[src/rtl/bsink_pkg.sv]
package bsink_pkg;
  typedef enum logic [1:0] {
    ST_IDLE  = 2'd0,
    ST_XFER  = 2'd1,
    ST_DRAIN = 2'd2,
    ST_DONE  = 2'd3
  } bs_state_e;

  localparam logic [2:0] STS_NONE     = 3'b000;
  localparam logic [2:0] STS_CFG_ERR  = 3'b001;
  localparam logic [2:0] STS_CRC_ERR  = 3'b010;
  localparam logic [2:0] STS_INCOMPAT = 3'b011;
  localparam logic [2:0] STS_OK       = 3'b100;
endpackage

[src/rtl/bsink_pacer.sv]
// Acceptance pacer: one tick in every RATIO cycles while active,
// phase restarted so the first active cycle ticks.
module bsink_pacer #(
  parameter int RATIO = 3
) (
  input  logic clk,
  input  logic rst_n,
  input  logic restart,
  input  logic active,
  output logic tick
);
  localparam int PH_W = (RATIO > 1) ? $clog2(RATIO) : 1;
  localparam logic [PH_W-1:0] PH_LAST = PH_W'(RATIO - 1);

  logic [PH_W-1:0] phase_q;

  always_ff @(posedge clk or negedge rst_n) begin
    if (!rst_n) begin
      phase_q <= '0;
    end else if (restart) begin
      phase_q <= '0;
    end else if (active) begin
      phase_q <= (phase_q == PH_LAST) ? '0 : phase_q + 1'b1;
    end
  end

  assign tick = active && (phase_q == '0);
endmodule

[src/rtl/bsink_seq.sv]
// Operation sequencer: word countdown, then a fixed drain period.
module bsink_seq
  import bsink_pkg::*;
#(
  parameter int CNT_W     = 16,
  parameter int DRAIN_CYC = 8
) (
  input  logic             clk,
  input  logic             rst_n,
  input  logic             start,
  input  logic [CNT_W-1:0] word_total,
  input  logic             accept,
  output bs_state_e        state,
  output logic             start_go,
  output logic             drain_last
);
  localparam int DR_W = $clog2(DRAIN_CYC + 1);
  localparam logic [DR_W-1:0] DR_LOAD = DR_W'(DRAIN_CYC);

  bs_state_e        state_q;
  logic [CNT_W-1:0] words_left_q;
  logic [DR_W-1:0]  drain_q;
  logic             last_word;

  assign start_go   = start && ((state_q == ST_IDLE) || (state_q == ST_DONE));
  assign last_word  = (words_left_q <= CNT_W'(1));
  assign drain_last = (state_q == ST_DRAIN) && (drain_q <= DR_W'(1));
  assign state      = state_q;

  always_ff @(posedge clk or negedge rst_n) begin
    if (!rst_n) begin
      state_q      <= ST_IDLE;
      words_left_q <= '0;
      drain_q      <= '0;
    end else begin
      unique case (state_q)
        ST_IDLE, ST_DONE: begin
          if (start_go) begin
            state_q      <= ST_XFER;
            words_left_q <= word_total;
          end
        end
        ST_XFER: begin
          if (accept) begin
            if (last_word) begin
              state_q <= ST_DRAIN;
              drain_q <= DR_LOAD;
            end else begin
              words_left_q <= words_left_q - 1'b1;
            end
          end
        end
        ST_DRAIN: begin
          if (drain_last) begin
            state_q <= ST_DONE;
          end else begin
            drain_q <= drain_q - 1'b1;
          end
        end
        default: state_q <= ST_IDLE;
      endcase
    end
  end
endmodule

[src/rtl/bsink_status.sv]
// Result register: cleared on start, first error kept, success at the end
// of the drain, and a CRC error may replace success after the end.
module bsink_status
  import bsink_pkg::*;
(
  input  logic       clk,
  input  logic       rst_n,
  input  logic       clear,
  input  logic       busy,
  input  logic       finish,
  input  logic       after_end,
  input  logic       err_cfg,
  input  logic       err_incompat,
  input  logic       err_crc,
  output logic [2:0] status
);
  logic [2:0] sts_q;
  logic [2:0] err_code;
  logic       any_err;

  always_comb begin
    any_err = err_cfg || err_incompat || err_crc;
    if (err_incompat)  err_code = STS_INCOMPAT;
    else if (err_cfg)  err_code = STS_CFG_ERR;
    else               err_code = STS_CRC_ERR;
  end

  always_ff @(posedge clk or negedge rst_n) begin
    if (!rst_n) begin
      sts_q <= STS_NONE;
    end else if (clear) begin
      sts_q <= STS_NONE;
    end else if (busy && (sts_q == STS_NONE) && any_err) begin
      sts_q <= err_code;
    end else if (finish && (sts_q == STS_NONE)) begin
      sts_q <= STS_OK;
    end else if (after_end && (sts_q == STS_OK) && err_crc) begin
      sts_q <= STS_CRC_ERR;
    end
  end

  assign status = sts_q;
endmodule

[src/rtl/bitstream_sink.sv]
module bitstream_sink
  import bsink_pkg::*;
#(
  parameter int DATA_W    = 32,
  parameter int CNT_W     = 16,
  parameter int RATIO     = 3,
  parameter int DRAIN_CYC = 8
) (
  input  logic              clk,
  input  logic              rst_n,
  input  logic              start,
  input  logic [CNT_W-1:0]  word_total,
  input  logic [DATA_W-1:0] data,
  input  logic              data_valid,
  output logic              data_ready,
  input  logic              err_cfg,
  input  logic              err_incompat,
  input  logic              err_crc,
  output logic              freeze,
  output logic [2:0]        status,
  output logic [DATA_W-1:0] cfg_wdata,
  output logic              cfg_wen
);
  bs_state_e state;
  logic      start_go;
  logic      drain_last;
  logic      tick;
  logic      in_xfer;
  logic      accept;

  assign in_xfer    = (state == ST_XFER);
  assign data_ready = tick;
  assign accept     = tick && data_valid;
  assign freeze     = (state == ST_XFER) || (state == ST_DRAIN);
  assign cfg_wen    = accept;
  assign cfg_wdata  = data;

  bsink_pacer #(
    .RATIO (RATIO)
  ) pacer_i (
    .clk     (clk),
    .rst_n   (rst_n),
    .restart (start_go),
    .active  (in_xfer),
    .tick    (tick)
  );

  bsink_seq #(
    .CNT_W     (CNT_W),
    .DRAIN_CYC (DRAIN_CYC)
  ) seq_i (
    .clk        (clk),
    .rst_n      (rst_n),
    .start      (start),
    .word_total (word_total),
    .accept     (accept),
    .state      (state),
    .start_go   (start_go),
    .drain_last (drain_last)
  );

  bsink_status status_i (
    .clk          (clk),
    .rst_n        (rst_n),
    .clear        (start_go),
    .busy         (freeze),
    .finish       (drain_last),
    .after_end    (state == ST_DONE),
    .err_cfg      (err_cfg),
    .err_incompat (err_incompat),
    .err_crc      (err_crc),
    .status       (status)
  );
endmodule

[config.mk]
export PLATFORM = sky130hd
export DESIGN_NAME = bitstream_sink
export DESIGN_NICKNAME = d
export VERILOG_FILES = /design/src/rtl/bsink_pkg.sv /design/src/rtl/bsink_pacer.sv /design/src/rtl/bsink_seq.sv /design/src/rtl/bsink_status.sv /design/src/rtl/bitstream_sink.sv
export SDC_FILE = /design/constraint.sdc
export NUM_CORES = 1
export LEC_CHECK = 0
export ABC_AREA = 1
export CORE_ASPECT_RATIO = 1.2
export CORE_UTILIZATION = 44
export CTS_CLUSTER_DIAMETER = 100
export CTS_CLUSTER_SIZE = 28
export DETAILED_ROUTE_END_ITERATION = 6
export MAX_ROUTING_LAYER = met4
export PLACE_DENSITY = 0.82
export SETUP_SLACK_MARGIN = 0.3
export SLEW_MARGIN = 20
export SYNTH_ARGS = -nofsm -noshare
export SYNTH_HDL_FRONTEND = slang
export SYNTH_SLANG_ARGS = --single-unit
[constraint.sdc]
create_clock -name clk -period 2 [get_ports clk]
set_clock_uncertainty 0.2 [all_clocks]
set_input_delay 0.6 -clock clk [delete_from_list [all_inputs] [get_ports clk]]
set_output_delay 0.6 -clock clk [all_outputs]
set_load 0.005 [all_outputs]
==> summary.md, run 1 <==
| Metric | Value |
|---|---|
| Die span in x | `67.40 um` |
| Fin. max-slew vios | `0` |
| Area grow syn2layout | `40.83%` |
| EDFF count, synth | `0` |
| CTS tree | `yes` |
| Yosys warnings | `0` |
| Core area | `0.004940 mm2` |
| Tot GR Track Use | `26.40%` |
| # IOs | `93` |
| Setup violators final | `3` |
| Via/cell ratio | `5.616` |
| Diode count | `0` |
| Post-Syn Instances | `352` |
| Main synth FF type | `dfrtp_1` |
| Hold depth | `2` |
| Die H | `80.48 um` |
| # nets final | `452` |
| Root buf cell | `clkbuf_8` |
| Failing checks | `negative setup slack` |
| Worst EP required | `1200 ps` |
| Initial antenna violation count | `0` |
| Final instance area | `0.003181 mm2` |
| Clock Sinks | `27` |
| Placed cells | `421` |
| Post-synth cell types | `27` |
| CTS buffer count | `3` |
| Crit. path cell count | `5` |
| WP data arrival | `1290 ps` |
| CTS Hold Bufs | `0` |
| CTS Buffer Depth | `2` |
| #FFs+latches synth | `27` |
| Final hold vios | `0` |
| Critical path capture point type | `output port` |
| Worst skew pair latency | `290 ps` |
| Part of the cycle the worst path needs | `104.5%` |
| Antenna Nets Post-Route | `0` |
| DRC violations left | `0` |
| Cell Area, Synth | `0.002258 mm2` |
| Die ar. | `0.005424 mm2` |
| Fin crit period | `2090 ps` |
| CTS clk-pin slew, worst paths | `100 ps` |
| RSZ-0062 raised after global routing | `true` |
| Syn_nets | `415` |
| Max-cap violations | `0` |
| I/O Buffers | `28` |
| Status | `complete, but fails checks` |
| First-pass GRT wire length | `10.49 mm` |
| Crit path launch type | `flip-flop` |
| Static Leak | `1.560 nW` |
| Crit path kind | `flip-flop to output port` |
| Vias | `2516` |
| Wire per inst | `16.21 um` |
| Initial DRC count | `215` |
| DP Wirelength | `3.795 mm` |
| Vias in the first global route | `2458` |
| Critical-path top delay cell | `dfrtp_1` |
| PwrDens | `1984 mW/mm2` |
| Async S/R FF share, synth | `100.0%` |
| Critical-path cell list | `buf_6 -> ha_4 -> nand3_4 -> nor2_4 -> buf_2` |
| Dpl cell area | `0.002496 mm2` |
| Final WS setup | `-90.22 ps` |
| Hold Slack | `326.7 ps` |
| Syn Area/Cell | `6.416 um2` |
| Largest net degree at the start of global routing | `28` |
| Share of cells above drive strength 1 | `37.89%` |
| H-tree Lvls | `1` |
| Routability congestion estimate from global placement | `0.8583` |
| 1st-pass router iterations | `5` |
| CP Buf/Inv Count | `2` |
| Routed wire length | `7.264 mm` |
| Worst Max-Slew Pin Slew | `373.1 ps` |
| Core Rows | `28` |
| Grt ovf | `0` |
| Critical Path Max Stage Delay | `420 ps` |
| Rel. slew slack | `75.13%` |
| Initial Util | `45.72%` |
| Reg2reg path depth | `11` |
| Layout Cells excl Fill | `448` |
| VDD IR-drop max | `0.001384 V` |
| HP Class | `flip-flop to flip-flop` |
| Worst path top cell family by delay | `flip-flops` |
| Sequential-to-total area share from yosys stat | `29.92%` |
| Fmax | `0.4784 GHz` |
| Worst-path fanout max | `2` |
-- state kept, by name (all words and copies together) (netlist names) --
register and cells:
pacer_i.phase_q 2, seq_i.drain_q 4, status_i.status 3, seq_i.words_left_q 16
seq_i.state 2
-- logic make-up (layout without fill, tap and decap cells) --
kind of cell	count (synthesis)	after routing	synth area share (%)
AO/OA/AOI/OAI	18	18	4.321
XOR/XNOR	1	1	0.3879
adder cells (fa/ha/maj)	8	8	4.432
buffers and inverters	77	112	18.61
flip-flops	27	27	29.92
AND/OR/NAND/NOR	221	222	42.33
-- through the flow --
| stage | TNS, ps | power [mW] | utilization (%) | setup WS, ps |
|---|---|---|---|---|
| 3_5_place_dp | -3003 | 3.987 | 50.53 | -515.8 |
| 5_1_grt | -371.2 | 6.764 | 64.39 | -141.1 |
| 4_1_cts | -103.4 | 5.206 | 58.38 | -62.71 |
| 2_1_floorplan | 0 | 3.084 | - | 253.1 |
| 3_3_place_gp | -2338 | 3.877 | 50.53 | -507.4 |
| 6_report | -230.7 | 6.312 | 64.39 | -90.22 |
-- worst register-to-register path: stages, from the launching register on --
cell and delay (ps):
dfrtp_1 430, buf_6 140, ha_4 170, buf_4 130, buf_6 110, buf_12 130, clkinv_8 70, nor2_4 50
nor2_4 130, buf_6 130, nand4_1 110, nand2_1 90
-- cell type report --
class | instances | area, um2
fill | 351 | 1759
timing repair buffer | 68 | 638.1
inverter | 40 | 172.7
multi-input combinational | 249 | 1570
tap | 60 | 75.07
clock buffer | 4 | 45.04
sequential | 27 | 679.4
-- path summary, 6_finish.rpt --
path	from	end	slack (ps)
hold / removal	seq_i.drain_q[1]	seq_i.drain_q[1]	330
setup reg to reg	seq_i.state[0]	seq_i.drain_q[3]	50
hold reg to reg	seq_i.drain_q[1]	seq_i.drain_q[1]	330
setup / recovery	seq_i.state[0]	cfg_wen	-90
max in group asynchronous	rst_n	status_i.status[2]	830
min in group asynchronous	rst_n	seq_i.state[1]	480
-- power breakdown --
group          internal [mW]  switching (mW)
clock network          0.144           0.193
registers              0.818           0.327
logic                   2.06            2.77
-- what timing repair did --
| action | 4_1_cts | 5_1_grt |
|---|---|---|
| cloned | 1 | 0 |
| pin swaps | 21 | 32 |
| setup endpoints to repair | 32 | 31 |
| buffers inserted | 12 | 10 |
| resized for setup | 101 | 56 |
| hold endpoints to repair | 0 | 0 |
-- routing by layer --
metal	GRT usage [%]	share of wire (%)	vias up	routed length (um)
li1	-	-	1137	-
met1	26.66	35	1177	2552
met2	46.80	53	149	3863
met3	3.693	6.1	53	441
met4	16.38	5.6	0	408
met5	-	0	-	0
-- layout by cell type (no fill, tap or decap), types with 6 or more instances in the layout --
master           count
nand3_2             13
nor2_1              24
buf_4               24
nor2_2               8
nand4_1              8
nand2_1            103
clkdlybuf4s50_1     19
inv_1               25
nand2_2             24
nor2_4               7
nand3_1             20
dfrtp_1             24
buf_6               13
inv_2               10
nand2_8              6
-- cells in the mapped netlist (2+ instances only) --
library cell	n	area [um2]
nor2_1	33	123.9
nand2_2	3	18.77
a21oi_1	5	25.02
inv_1	36	135.1
nand4_1	8	50.05
nor2_4	2	22.52
nand2_4	2	22.52
o21ai_1	3	15.01
nand3_1	34	170.2
nand2_1	130	488.0
dfrtp_1	27	675.7
or2_2	2	12.51
buf_2	3	15.01
inv_2	4	15.01
ha_1	8	100.1
o21ai_0	7	35.03
buf_4	32	240.2
nor2_2	4	25.02
(Power assumes the default switching activity.)
==> run 2: changes to the inputs <==
PLACE_DENSITY = 0.81   (was 0.82)
SYNTH_HIERARCHICAL = 1   (was not set)
==> summary.md, run 2 <==
| Metric | Value |
|---|---|
| Vias | `2163` |
| #FFs+latches synth | `27` |
| Fin crit period | `2031 ps` |
| Cell Area, Synth | `0.002301 mm2` |
| Largest register FFs | `16` |
| # nets final | `435` |
| VDD IR-drop max | `0.001042 V` |
| H-tree Lvls | `1` |
| Failing checks | `negative setup slack` |
| Final WS setup | `-31.43 ps` |
| Tot GR Track Use | `21.32%` |
| Commonest non-fill, non-tap cell in the layout | `nand2_1` |
| Worst path top cell family by delay | `flip-flops` |
| Share of cells above drive strength 1 | `25.14%` |
| Rel. slew slack | `73.60%` |
| Initial DRC count | `94` |
| DP Wirelength | `3.634 mm` |
| Status | `complete, but fails checks` |
| CTS Buffer Depth | `2` |
| Share of the synthesized area in the top cell type | `29.36%` |
| PwrDens | `1768 mW/mm2` |
| Async S/R FF share, synth | `100.0%` |
| Most flop-heavy register | `seq_i/words_left_q` |
| Grt ovf | `0` |
| Crit path kind | `flip-flop to output port` |
| Critical Path Max Stage Delay | `400 ps` |
| Initial antenna violation count | `0` |
| CP most frequent cell | `inv_2` |
| Root buf cell | `clkbuf_8` |
| # IOs | `93` |
| Wire per inst | `11.95 um` |
| Routed wire length | `5.138 mm` |
| CP Buf/Inv Count | `3` |
| Clock Sinks | `27` |
| Antenna Nets Post-Route | `0` |
| Worst EP required | `1200 ps` |
| Part of the cycle the worst path needs | `101.6%` |
| Core Rows | `28` |
| Max-cap violations | `0` |
| Crit path launch type | `flip-flop` |
| CTS buffer count | `3` |
| Static Leak | `1.417 nW` |
| Synth area leaders | `dfrtp_1 (29%), nand2_1 (22%), buf_4 (10%), nand3_1 (6.7%), nor2_1 (5.7%)` |
| DRC violations left | `0` |
| Register area | `678.2 um2` |
| Die span in x | `68.02 um` |
| Yosys warnings | `6` |
| Area grow syn2layout | `20.34%` |
| Die ar. | `0.005524 mm2` |
| Critical-path cell list | `inv_2 -> ha_4 -> nand2_4 -> nor2_4 -> nand2_2 -> inv_2 -> buf_2` |
| Utilization after layout | `55.66%` |
| Die H | `81.22 um` |
| Dpl cell area | `0.002520 mm2` |
| Critical path capture point type | `output port` |
| Cell with the most instances after synthesis | `nand2_1` |
| CTS tree | `yes` |
| Worst-path fanout max | `2` |
| CTS Hold Bufs | `0` |
| Main synth FF type | `dfrtp_1` |
| Setup violators final | `1` |
| Critical-path top delay cell | `dfrtp_1` |
| Post-synth cell types | `27` |
| HP Class | `flip-flop to flip-flop` |
| Core area | `0.004975 mm2` |
| Fmax | `0.4923 GHz` |
| CTS clk-pin slew, worst paths | `90 ps` |
| Largest net degree at the start of global routing | `28` |
| Synth top cells by count | `nand2_1 (134), nor2_1 (35), inv_1 (33)` |
| Post-Syn Instances | `354` |
| Worst skew pair latency | `280 ps` |
| Worst slack, placed | `-442.3 ps` |
| Yosys top cell by area | `dfrtp_1` |
| WP data arrival | `1230 ps` |
| RSZ-0062 raised after global routing | `true` |
| Worst Max-Slew Pin Slew | `394.5 ps` |
| Routability congestion estimate from global placement | `0.8197` |
| Vias in the first global route | `2126` |
| EDFF count, synth | `0` |
| Sequential-to-total area share from yosys stat | `29.36%` |
| Syn Area/Cell | `6.500 um2` |
| Fillers | `483` |
| Multi-input logic area | `0.001410 mm2` |
| Diode count | `0` |
| Fin. max-slew vios | `0` |
| I/O Buffers | `28` |
| Initial Util | `46.25%` |
| Final hold vios | `0` |
| Syn_nets | `418` |
| Via/cell ratio | `5.030` |
| 1st-pass router iterations | `4` |
| Commonest non-fill, non-tap cells in the layout | `nand2_1 (113), nor2_1 (33), nand3_1 (29), inv_1 (27), dfrtp_1 (25)` |
| Final instance area | `0.002769 mm2` |
| First-pass GRT wire length | `8.811 mm` |
[run 2: cell types whose count changed after synthesis, moves of 2 or more]
cell,previous run,this run
o21bai_1,1,3
nand3_1,34,31
inv_1,36,33
nand4_1,8,1
nor2_1,33,35
nand2_4,2,4
nand2_2,3,5
nand2_1,130,134
o21ai_1,3,0
o21ai_0,7,11
[run 2: layout make-up]
class | instances | area share [%]
inverters | 37 | 5.287
multi-input cells | 255 | 50.93
clock buffers | 3 | 1.491
flip-flops and latches | 27 | 24.49
repair inverters | 1 | 0.2259
repair buffers | 46 | 14.69
well taps | 60 | 2.711
clock inverters | 1 | 0.1807
[run 2: kinds of logic after synthesis]
| group | after synthesis | share of synthesized area, % |
|---|---|---|
| xor gates and xnor gates | 3 | 1.142 |
| and+or+nand+nor | 223 | 42.41 |
| buffers and inverters | 73 | 17.56 |
| DFF | 27 | 29.36 |
| AOI/OAI and AO/OA | 19 | 4.622 |
| adders and majority gates | 9 | 4.894 |
[run 2: metal layers]
metal	part of all wire, %	track usage [%]	vias up
li1	-	-	1089
met1	39	22.15	1016
met2	55	39.41	47
met3	4.0	2.809	11
met4	2.1	8.333	0
met5	0	-	-
[run 2: tightest hold or removal path, cell delays in order, from the launching register on]
cell,delay (ps)
dfrtp_1,390
nand2_2,70
nand2_2,40
[run 2: final timing paths]
path	cells past startpoint	from	slack, ps	end
max	7	seq_i/state[1]	-30	cfg_wen
min	2	seq_i/words_left_q[1]	330	seq_i/words_left_q[1]
max reg2reg	13	seq_i/state[0]	30	seq_i/words_left_q[15]
min reg2reg	2	seq_i/words_left_q[1]	330	seq_i/words_left_q[1]
max in group asynchronous	2	rst_n	810	seq_i/words_left_q[0]
min in group asynchronous	2	rst_n	490	status_i/status[1]
[run 2: power breakdown]
part / switching (mW) / internal [mW]
sequential: 0.274 / 0.806
combinational: 2.10 / 1.39
clock: 0.183 / 0.140
[run 2: repair_timing]
action                     CTS  global route
setup endpoints to repair   31            32
resized for setup           62            17
pin swaps                   12             9
cloned                       2             0
buffers inserted             3             2
[run 2: per-stage QoR]
step / total power, mW / cells / hold slack (ps) / TNS (ps)
final: 4.896 / 430 / 332.0 / -31.43
after floorplan: 3.158 / 354 / 104.4 / 0
after global routing: 5.371 / 430 / 362.1 / -369.3
after global placement: 3.823 / 419 / 287.9 / -4147
after CTS: 4.754 / 428 / 333.1 / -45.39
after detailed placement: 3.926 / 419 / 300.5 / -4332
